`src/rtl/rd_realign_pkg.sv`:
```
// Package: shared helpers for the read data realigner.
// Assumes byte widths are powers of two so divisions reduce to shifts.
package rd_realign_pkg;

    localparam int BYTE_BITS = 8;

    // Number of wide words touched by a span starting at ofs and lasting nbytes.
    function automatic logic [31:0] span_words(input logic [31:0] ofs,
                                               input logic [31:0] nbytes,
                                               input int unsigned lg);
        logic [31:0] round;
        round = (32'd1 << lg) - 32'd1;
        return (ofs + nbytes + round) >> lg;
    endfunction

endpackage

```
`src/rtl/rd_realign_cmd.sv`:
```
// Module: command tracker for the realigner.
// Holds the bytes still owed to the user side, the bus beats still to take,
// the leading skip of the first beat, and a flag marking that first beat.
// Assumes no pop happens while idle (enforced by the top).
module rd_realign_cmd
    import rd_realign_pkg::*;
#(
    parameter int AXI_W  = 32,
    parameter int USR_W  = 16,
    parameter int SIZE_W = 12
) (
    input  logic                          clk,
    input  logic                          rst_n,
    input  logic                          cmd_valid_i,
    input  logic [$clog2(AXI_W/8)-1:0]    cmd_ofs_i,
    input  logic [SIZE_W-1:0]             cmd_bytes_i,
    input  logic                          accept_i,
    input  logic                          pop_i,
    output logic                          cmd_ready_o,
    output logic [SIZE_W-1:0]             left_o,
    output logic [SIZE_W:0]               beats_o,
    output logic [$clog2(AXI_W/8)-1:0]    skip_o,
    output logic                          last_pop_o
);

    localparam int AXI_B  = AXI_W / BYTE_BITS;
    localparam int USR_B  = USR_W / BYTE_BITS;
    localparam int OFS_W  = $clog2(AXI_B);
    localparam int BEAT_W = SIZE_W + 1;

    logic [SIZE_W-1:0] left_q;
    logic [BEAT_W-1:0] beats_q;
    logic [OFS_W-1:0]  skip_q;
    logic              first_q;
    logic              take;
    logic [BEAT_W-1:0] beats_need;

    assign cmd_ready_o = (left_q == '0);
    assign take        = cmd_valid_i && cmd_ready_o && (cmd_bytes_i != '0);
    assign beats_need  = BEAT_W'(span_words(32'(cmd_ofs_i), 32'(cmd_bytes_i), OFS_W));
    assign last_pop_o  = pop_i && (left_q <= SIZE_W'(USR_B));
    assign left_o      = left_q;
    assign beats_o     = beats_q;
    assign skip_o      = first_q ? skip_q : '0;

    // Load a new command or count down bytes and beats as they move.
    always_ff @(posedge clk) begin
        if (!rst_n) begin
            left_q  <= '0;
            beats_q <= '0;
            skip_q  <= '0;
            first_q <= 1'b0;
        end else if (take) begin
            left_q  <= cmd_bytes_i;
            beats_q <= beats_need;
            skip_q  <= cmd_ofs_i;
            first_q <= 1'b1;
        end else begin
            if (accept_i) begin
                beats_q <= beats_q - BEAT_W'(1);
                first_q <= 1'b0;
            end
            if (pop_i) begin
                left_q <= (left_q > SIZE_W'(USR_B)) ? (left_q - SIZE_W'(USR_B)) : '0;
            end
        end
    end

endmodule

```
`src/rtl/rd_realign_pack.sv`:
```
// Module: byte holding register for the realigner.
// Keeps a right-aligned run of valid bytes; bytes at and above the fill level
// are always zero. A pop removes one user word from the bottom; an accept
// appends a bus beat, minus its skipped leading bytes, right above the
// remaining fill. A flush empties the register.
// Assumes accept is only raised when the fill after pop is below one user word.
module rd_realign_pack
    import rd_realign_pkg::*;
#(
    parameter int AXI_W = 32,
    parameter int USR_W = 16
) (
    input  logic                                       clk,
    input  logic                                       rst_n,
    input  logic                                       pop_i,
    input  logic                                       accept_i,
    input  logic                                       flush_i,
    input  logic [AXI_W-1:0]                           bus_data_i,
    input  logic [$clog2(AXI_W/8)-1:0]                 skip_i,
    output logic [$clog2((AXI_W+USR_W)/8+1)-1:0]       fill_o,
    output logic [$clog2((AXI_W+USR_W)/8+1)-1:0]       fill_ap_o,
    output logic [USR_W-1:0]                           head_o
);

    localparam int AXI_B  = AXI_W / BYTE_BITS;
    localparam int USR_B  = USR_W / BYTE_BITS;
    localparam int BUF_B  = AXI_B + USR_B;
    localparam int BUF_W  = BUF_B * BYTE_BITS;
    localparam int FILL_W = $clog2(BUF_B + 1);

    logic [BUF_W-1:0]  hold_q;
    logic [BUF_W-1:0]  shifted;
    logic [BUF_W-1:0]  incoming;
    logic [BUF_W-1:0]  merged;
    logic [FILL_W-1:0] fill_q;
    logic [FILL_W-1:0] fill_ap;
    logic [FILL_W-1:0] fill_d;

    assign fill_ap   = pop_i ? (fill_q - FILL_W'(USR_B)) : fill_q;
    assign fill_o    = fill_q;
    assign fill_ap_o = fill_ap;
    assign head_o    = hold_q[USR_W-1:0];

    // Drop a popped word and append the trimmed incoming beat above what stays.
    always_comb begin
        shifted  = pop_i ? (hold_q >> USR_W) : hold_q;
        incoming = BUF_W'(bus_data_i >> {skip_i, 3'b000});
        merged   = shifted;
        fill_d   = fill_ap;
        if (accept_i) begin
            merged = shifted | (incoming << {fill_ap, 3'b000});
            fill_d = fill_ap + FILL_W'(AXI_B) - FILL_W'(skip_i);
        end
    end

    // Register the packed bytes and fill level; flush clears both.
    always_ff @(posedge clk) begin
        if (!rst_n || flush_i) begin
            hold_q <= '0;
            fill_q <= '0;
        end else begin
            hold_q <= merged;
            fill_q <= fill_d;
        end
    end

endmodule

```
`src/rtl/rd_realign.sv`:
```
// Module: unaligned read data realigner (top).
// Takes a command (start byte offset within the first bus word, byte count),
// consumes the bus beats that span it, and emits right-aligned user words.
// Assumes AXI_W is a power-of-two multiple of USR_W, both whole bytes,
// and AXI_W of at least 16 bits.
module rd_realign
    import rd_realign_pkg::*;
#(
    parameter int AXI_W  = 32,
    parameter int USR_W  = 16,
    parameter int SIZE_W = 12
) (
    input  logic                        clk,
    input  logic                        rst_n,
    input  logic                        cmd_valid_i,
    output logic                        cmd_ready_o,
    input  logic [$clog2(AXI_W/8)-1:0]  cmd_ofs_i,
    input  logic [SIZE_W-1:0]           cmd_bytes_i,
    input  logic [AXI_W-1:0]            bus_data_i,
    input  logic                        bus_valid_i,
    output logic                        bus_ready_o,
    output logic [USR_W-1:0]            usr_data_o,
    output logic                        usr_valid_o,
    input  logic                        usr_ready_i
);

    localparam int AXI_B  = AXI_W / BYTE_BITS;
    localparam int USR_B  = USR_W / BYTE_BITS;
    localparam int OFS_W  = $clog2(AXI_B);
    localparam int FILL_W = $clog2(AXI_B + USR_B + 1);

    logic [SIZE_W-1:0] left;
    logic [SIZE_W:0]   beats;
    logic [OFS_W-1:0]  skip;
    logic [FILL_W-1:0] fill;
    logic [FILL_W-1:0] fill_ap;
    logic              pop;
    logic              accept;
    logic              flush;
    logic              has_word;
    logic              covers_tail;

    // A word is ready once a full word is held or the held bytes cover the rest.
    assign has_word    = (fill >= FILL_W'(USR_B));
    assign covers_tail = ({{SIZE_W{1'b0}}, fill} >= {{FILL_W{1'b0}}, left});
    assign usr_valid_o = (left != '0) && (has_word || covers_tail);
    assign pop         = usr_valid_o && usr_ready_i;

    // Take a beat only while beats are owed and the register has room for one.
    assign bus_ready_o = (beats != '0) && (fill_ap < FILL_W'(USR_B));
    assign accept      = bus_valid_i && bus_ready_o;

    rd_realign_cmd #(
        .AXI_W (AXI_W),
        .USR_W (USR_W),
        .SIZE_W(SIZE_W)
    ) u_cmd (
        .clk        (clk),
        .rst_n      (rst_n),
        .cmd_valid_i(cmd_valid_i),
        .cmd_ofs_i  (cmd_ofs_i),
        .cmd_bytes_i(cmd_bytes_i),
        .accept_i   (accept),
        .pop_i      (pop),
        .cmd_ready_o(cmd_ready_o),
        .left_o     (left),
        .beats_o    (beats),
        .skip_o     (skip),
        .last_pop_o (flush)
    );

    rd_realign_pack #(
        .AXI_W(AXI_W),
        .USR_W(USR_W)
    ) u_pack (
        .clk       (clk),
        .rst_n     (rst_n),
        .pop_i     (pop),
        .accept_i  (accept),
        .flush_i   (flush),
        .bus_data_i(bus_data_i),
        .skip_i    (skip),
        .fill_o    (fill),
        .fill_ap_o (fill_ap),
        .head_o    (usr_data_o)
    );

endmodule

```
`config.mk`:
```
export PLATFORM = sky130hd
export DESIGN_NAME = rd_realign
export DESIGN_NICKNAME = d
export VERILOG_FILES = /design/src/rtl/rd_realign_pkg.sv /design/src/rtl/rd_realign_cmd.sv /design/src/rtl/rd_realign_pack.sv /design/src/rtl/rd_realign.sv
export SDC_FILE = /design/constraint.sdc
export NUM_CORES = 1
export LEC_CHECK = 0
export ABC_AREA = 1
export BUFFER_PORTS_ARGS = -buffer_cell sky130_fd_sc_hd__buf_4
export CORE_MARGIN = 4
export CORE_UTILIZATION = 50
export CTS_CLUSTER_SIZE = 12
export DETAILED_ROUTE_END_ITERATION = 16
export PLACE_DENSITY = 0.74
export SYNTH_ARGS = -nofsm -noshare
export SYNTH_HDL_FRONTEND = slang
export SYNTH_HIERARCHICAL = 1
export SYNTH_SLANG_ARGS = --single-unit
```
`constraint.sdc`:
```
create_clock -name clk -period 2.79 [get_ports clk]
set_clock_uncertainty 0.05 [all_clocks]
set_input_delay 0.1395 -clock clk [delete_from_list [all_inputs] [get_ports clk]]
set_output_delay 0.1395 -clock clk [all_outputs]
set_load 0.01 [all_outputs]
```
==> metrics.csv, run 1 <==
stage;metric;value;unit
detailed_routing;routed len/inst;13.8;um
grt;first-pass GRT wire length;28.8;mm
detailed_routing;Vias/cell;5.20;
detailed_routing;vias;6626;
detailed_routing;1st-iter DRT viols;425;
layout;area delta synth->final;16.9;%
clocking;Worst-path clk slew;0.06;ns
layout;Antenna diodes;0;
timing;Fmax;373;MHz
clocking;CTS Buf Count;9;
setup_path;worst path required time;3.02;ns
placement;Placed Cells;1249;
detailed_routing;uppermost layer routed;met4;
logic_synthesis;register bit total from synthesis;79;
timing;RSZ-0062 raised after global routing;yes;
grt;vias in the first global route;6171;
logic_synthesis;Synth warnings;6;
placement;placed wire-length estimate;12.7;mm
detailed_routing;antenna-violating nets left;0;
grt;largest net degree at the start of global routing;59;
layout;post-route insts no fill;1274;
clocking;later-pin clock latency in the skew report;0.35;ns
logic_synthesis;Post-Syn Instances;1047;
floorplan;Top Ports;70;
floorplan;Die ar.;14400;um2
clocking;CTS Root Cell;clkbuf_16;
layout;nets;1163;
layout;layout cells sized above 1;17.5;%
clocking;deepest clock path buffer count;2;
clocking;H-tree lvl count;3;
detailed_routing;met3 WL;782;um
timing;min cycle time layout;2.68;ns
timing;Setup-failing EPs final;0;
floorplan;Chip Width;120;um
detailed_routing;drt pass-1 iters;5;
power;power density cells;1280;nW/um2
status;status;finished, final reports clean;
timing;final worst setup slack;0.107;ns
power;Max VDD drop;0.768;mV
detailed_routing;wl on met1;7.00;mm
layout;register area;1580;um2
layout;area of the multi-input gates;3990;um2
grt;GRT Total Usage;24.5;%
placement;dpl ws;-0.0213;ns
clocking;number of hold buffers added after CTS;0;
timing;Max transition margin;62.8;%
timing;WHS;0.0239;ns
floorplan;Starting Density;51.7;%
logic_synthesis;synthesized net count;1109;
grt;grt ovf;0;
timing;Slew @ Worst Pin;0.558;ns
layout;design area;7350;um2
power;LEAKAGE;3.53;nW
detailed_routing;Post-route DRC;0;
floorplan;Rows;40;
timing;final hold vios;0;
placement;PortBufs;69;
placement;gp weighted congestion;0.923;
floorplan;Die Ht;120;um
grt;antenna violations before repair;0;
timing;period utilization;96.2;%
clocking;clock sinks;79;
setup_path;crit path kind;reg2reg;
detailed_routing;drt total wl;17.6;mm
logic_synthesis;Seq/Total Area, Yosys;25.2;%
placement;Placed Instance Area;6850;um2
timing;Slew Viols, Final;0;
logic_synthesis;count of unique library cells instantiated by Yosys;45;
setup_path;crit-path max FO;7;
logic_synthesis;Post-Syn Area;6280;um2
setup_path;WP data arrival;2.91;ns
setup_path;CP endpoint kind;register;
clocking;CTS tree;yes;
power;Power, Total;0.00938;W
detailed_routing;met2 WL;9.09;mm
setup_path;crit path launch type;register;
logic_synthesis;Syn Area/Cell;6.00;um2
flow_run;Max Cap Viol;0;
layout;# fillers;1221;
worst_hold_path;worst hold-check path type;in2reg;
floorplan;core area;12200;um2
## worst paths after layout
check	from	end	slack, ns	depth (start not counted)
max	u_pack/fill_o[0]	u_pack/hold_q[30]	0.11	20
min	cmd_ofs_i[1]	u_cmd/skip_q[1]	0.02	3
max reg2reg	u_pack/fill_o[0]	u_pack/hold_q[30]	0.11	20
min reg2reg	u_pack/hold_q[46]	u_pack/hold_q[46]	0.42	2
## layer usage
layer | vias to the layer above | track usage (%)
li1 | 3430 | -
met1 | 2977 | 27.9
met2 | 172 | 43.8
met3 | 47 | 4.90
met4 | 0 | 11.0
met5 | - | 0
## cell type report
type / count / area share, %
multi-input combinational: 793 / 54.3
tap: 168 / 2.86
inverter: 111 / 5.79
clock buffer: 10 / 3.25
clock inverter: 6 / 0.937
timing repair buffer: 107 / 11.3
sequential: 79 / 21.6
## per-stage QoR
stage / util, % / TNS (ns)
after floorplan: - / 0
after global placement: 56.3 / 0
after detailed placement: 56.3 / -0.0292
after CTS: 59.2 / 0
after global routing: 60.4 / -0.739
final: 60.4 / 0
## registers in the layout, indices dropped and copies added, names as in the netlist
| register | cells |
|---|---|
| u_cmd/skip_q | 2 |
| u_pack/hold_q | 48 |
| u_cmd/beats_o | 13 |
| u_pack/fill_o | 3 |
| u_cmd/first_q | 1 |
| u_cmd/left_o | 12 |
## worst max-delay path: stages, from the launching register on
cell     delay, ns
dfxtp_2       0.33
inv_2         0.04
ha_4          0.25
inv_2         0.03
nand2_2       0.04
nand2_1       0.04
nand2_1       0.06
nand3_1       0.07
nand2_1       0.08
nand2_2       0.07
nor2_4        0.18
nand2_4       0.11
nand2_4       0.10
nand2_4       0.05
nor2_4        0.07
and3_4        0.24
nand3_4       0.20
nor2_8        0.21
buf_4         0.17
a21oi_1       0.06
a21oi_1       0.14
## timing repair
action | CTS | global route
setup buffers | 5 | 2
gates resized for setup | 0 | 36
setup endpoints to repair | 9 | 58
pin swaps | 3 | 16
cloned | 0 | 2
## layout by cell type, fill, tap and decap left out, drive strengths merged
cell,synthesis,routed
bufinv,0,1
nand3,125,125
mux2i,2,2
a21boi,1,1
ha,10,10
inv,109,110
clkbuf,15,10
nand3b,2,2
nand4,13,13
o21ai,53,53
dfxtp,79,79
and2,8,8
nor3,6,6
nor2,104,105
clkinv,2,5
fa,1,1
buf,50,107
xor2,11,11
nand2,359,359
o211ai,2,2
a21oi,78,78
a31oi,8,8
o21bai,1,1
xnor2,5,5
and3,1,1
or2,2,2
clkinvlp,0,1
## cells in the mapped netlist (all sizes together)
master | number | area (um2)
nand2 | 359 | 1410
nand3 | 125 | 661
inv | 109 | 417
nor2 | 104 | 538
dfxtp | 79 | 1580
a21oi | 78 | 398
o21ai | 53 | 273
buf | 50 | 358
clkbuf | 15 | 56.3
nand4 | 13 | 81.3
xor2 | 11 | 96.3
ha | 10 | 125
a31oi | 8 | 50.1
and2 | 8 | 50.1
nor3 | 6 | 30.0
xnor2 | 5 | 43.8
clkinv | 2 | 8.75
mux2i | 2 | 20.0
nand3b | 2 | 15.0
o211ai | 2 | 15.0
or2 | 2 | 12.5
a21boi | 1 | 7.51
and3 | 1 | 6.26
fa | 1 | 20.0
o21bai | 1 | 7.51
## power by group
group | internal (W) | switching (W) | total, W | leakage [nW]
clock network | 0.000722 | 0.000499 | 0.00122 | 0.149
registers | 0.00155 | 0.000238 | 0.00179 | 0.647
logic | 0.00236 | 0.00401 | 0.00637 | 2.73
total | 0.00464 | 0.00474 | 0.00938 | 3.53
## cells by family after synthesis
kind of cell	synth area share [%]
DFF	25.2
and+or+nand+nor	44.7
buffers and inverters	13.4
adders and majority gates	2.31
muxes	0.319
xor gates and xnor gates	2.23
AOI/OAI and AO/OA	11.9
Note: power is estimated with default switching activity, not from simulation.
==> inputs of run 2 (changes only) <==
--- a/config.mk
+++ b/config.mk
@@ -8,10 +8,10 @@
 export ABC_AREA = 1
 export BUFFER_PORTS_ARGS = -buffer_cell sky130_fd_sc_hd__buf_4
 export CORE_MARGIN = 4
-export CORE_UTILIZATION = 50
+export CORE_UTILIZATION = 47
 export CTS_CLUSTER_SIZE = 12
 export DETAILED_ROUTE_END_ITERATION = 16
-export PLACE_DENSITY = 0.74
+export PLACE_DENSITY = 0.71
 export SYNTH_ARGS = -nofsm -noshare
 export SYNTH_HDL_FRONTEND = slang
 export SYNTH_HIERARCHICAL = 1
==> run 2 against run 1 <==
Die area up 6.0%. Fmax increased by 0.29%. Via count grew 0.51%. Register-to-register slack is essentially flat. Final cell count grew 0.78%. Final area rose by 1.5%. Critical path depth grew 1. Hold slack lost 0.0057 ns. Global-route usage shrank 1.3 points. Critical endpoint is now u_cmd/beats_o[6]. Largest cell class unchanged.
==> metrics.csv, run 2 (synthesis results as in run 1) <==
stage;metric;value;unit;change
status;status;finished, final reports clean;;
floorplan;core area;12900;um2;+5.9%
detailed_routing;routed len/inst;13.7;um;-0.80%
clocking;Worst-path clk slew;0.06;ns;about the same
detailed_routing;drt total wl;17.6;mm;about the same
layout;Largest Register;u_pack/hold_q;;
floorplan;Die Ht;124;um;+2.9%
detailed_routing;antenna-violating nets left;0;;unchanged
timing;final hold vios;0;;unchanged
placement;gp weighted congestion;0.897;;-2.8%
floorplan;Chip Width;124;um;+2.9%
grt;antenna violations before repair;0;;unchanged
setup_path;CP endpoint kind;register;;
layout;area delta synth->final;18.7;%;
setup_path;crit path kind;reg2reg;;
timing;Slew @ Worst Pin;0.664;ns;+0.107 ns
detailed_routing;vias;6660;;+0.51%
placement;PortBufs;69;;unchanged
clocking;CTS Root Cell;clkbuf_16;;
floorplan;Die ar.;15300;um2;+6.0%
grt;vias in the first global route;6290;;+1.9%
timing;RSZ-0062 raised after global routing;yes;;
timing;Setup-failing EPs final;0;;unchanged
placement;placed wire-length estimate;12.5;mm;-1.2%
clocking;CTS tree;yes;;
detailed_routing;uppermost layer routed;met4;;
detailed_routing;Vias/cell;5.19;;-0.27%
grt;grt ovf;0;;unchanged
layout;layout cells sized above 1;18.6;%;+1.1 points
clocking;H-tree lvl count;3;;unchanged
layout;Antenna diodes;0;;unchanged
setup_path;WP data arrival;2.86;ns;-0.05 ns
detailed_routing;met2 WL;9.01;mm;-0.81%
layout;commonest non-fill, non-tap cell in the layout;nand2_1;;
timing;Fmax;374;MHz;+0.29%
timing;Slew Viols, Final;0;;unchanged
flow_run;Max Cap Viol;0;;unchanged
detailed_routing;wl on met1;7.14;mm;+2.0%
clocking;deepest clock path buffer count;2;;unchanged
grt;largest net degree at the start of global routing;59;;unchanged
layout;# fillers;1316;;+7.8%
setup_path;worst path required time;2.98;ns;-0.04 ns
timing;period utilization;95.9;%;-0.28 points
floorplan;Starting Density;48.8;%;-2.9 points
detailed_routing;drt pass-1 iters;5;;unchanged
detailed_routing;1st-iter DRT viols;400;;-5.9%
setup_path;crit path launch type;register;;
setup_path;crit-path max FO;10;;+3
layout;leading cell types in the layout, fill and taps excluded;339 x nand2_1, 114 x nand3_1, 104 x buf_4;;
clocking;later-pin clock latency in the skew report;0.35;ns;about the same
timing;Max transition margin;55.2;%;-7.5 points
power;Power, Total;0.00951;W;+1.4%
clocking;number of hold buffers added after CTS;0;;unchanged
power;LEAKAGE;3.59;nW;+1.9%
layout;post-route insts no fill;1284;;+0.78%
timing;min cycle time layout;2.68;ns;-0.00773 ns
grt;first-pass GRT wire length;28.3;mm;-1.5%
timing;WHS;0.0182;ns;-0.00565 ns
worst_hold_path;worst hold-check path type;in2reg;;
clocking;clock sinks;79;;unchanged
layout;max reg flops;48;;unchanged
floorplan;Rows;41;;+2.5%
detailed_routing;Post-route DRC;0;;unchanged
power;Max VDD drop;1.04;mV;+35%
layout;nets;1169;;+0.52%
placement;Placed Cells;1253;;+0.32%
floorplan;Top Ports;70;;unchanged
clocking;CTS Buf Count;9;;unchanged
power;power density cells;1280;nW/um2;about the same
timing;post-route setup TNS;0;ns;unchanged
grt;GRT Total Usage;23.1;%;-1.3 points
detailed_routing;met3 WL;774;um;-1.0%
==> run 2: changes by cell type in the layout (fill, tap and decap cells not counted), sizes merged <==
| cell | delta |
|---|---|
| clkbuf | -1 |
| clkinvlp | +1 |
| buf | +6 |
| inv | +1 |
| bufinv | -1 |
==> run 2: layout make-up <==
cell class	count	area (um2)	share of cell area (%)
Inverter	111	428	5.74
Clock buffer	9	225	3.02
Tap cell	172	215	2.89
Sequential cell	79	1580	21.2
Timing Repair Buffer	113	917	12.3
Multi-Input combinational cell	793	4030	54.1
Clock inverter	7	55.1	0.738
==> run 2: timing repair <==
| action | in CTS | in global routing |
|---|---|---|
| resized for setup | 0 | 51 |
| setup buffers | 0 | 14 |
| setup endpoints to repair | 0 | 60 |
==> run 2: report_power, final <==
part | total [W] | switching (W) | internal (W)
sequential | 0.00179 | 0.000242 | 0.00155
clock | 0.00113 | 0.000519 | 0.000610
combinational | 0.00659 | 0.00405 | 0.00254
total | 0.00951 | 0.00481 | 0.00470
==> run 2: critical path, stage by stage, from the launching register on <==
cell and delay [ns]:
dfxtp_2 0.33, inv_2 0.04, ha_4 0.25, inv_2 0.02, nand2_1 0.04, nand2_1 0.05, nand2_1 0.06, nand3_1 0.07
nand2_1 0.08, nand2_2 0.08, nor2_4 0.21, buf_4 0.15, nand3_2 0.13, nand2_4 0.12, nor2_4 0.04, and3_4 0.18
buf_6 0.13, inv_4 0.06, buf_6 0.14, nand2_2 0.11, o21ai_0 0.17, nor2_1 0.06
==> run 2: path summary, 6_finish.rpt <==
| check | depth (start not counted) | startpoint | slack, ns | end |
|---|---|---|---|---|
| max | 21 | u_pack/fill_o[0] | 0.11 | u_cmd/beats_o[6] |
| min | 3 | cmd_ofs_i[0] | 0.02 | u_cmd/skip_q[0] |
| max reg2reg | 21 | u_pack/fill_o[0] | 0.11 | u_cmd/beats_o[6] |
| min reg2reg | 2 | u_pack/hold_q[42] | 0.42 | u_pack/hold_q[42] |
==> run 2: layer usage <==
| layer | up-vias | global-route usage, % |
|---|---|---|
| li1 | 3443 | - |
| met1 | 3013 | 25.5 |
| met4 | 0 | 11.0 |
| met3 | 45 | 4.18 |
| met2 | 159 | 42.5 |
| met5 | - | 0 |
==> run 2: stage by stage <==
stage	utilization, %	worst slack (ns)	area [um2]
2_1_floorplan	-	0.00513	6300
3_3_place_gp	53.3	0.174	6870
3_5_place_dp	53.3	0.106	6870
4_1_cts	55.5	0.103	7150
5_1_grt	57.9	-0.104	7460
6_report	57.9	0.114	7460
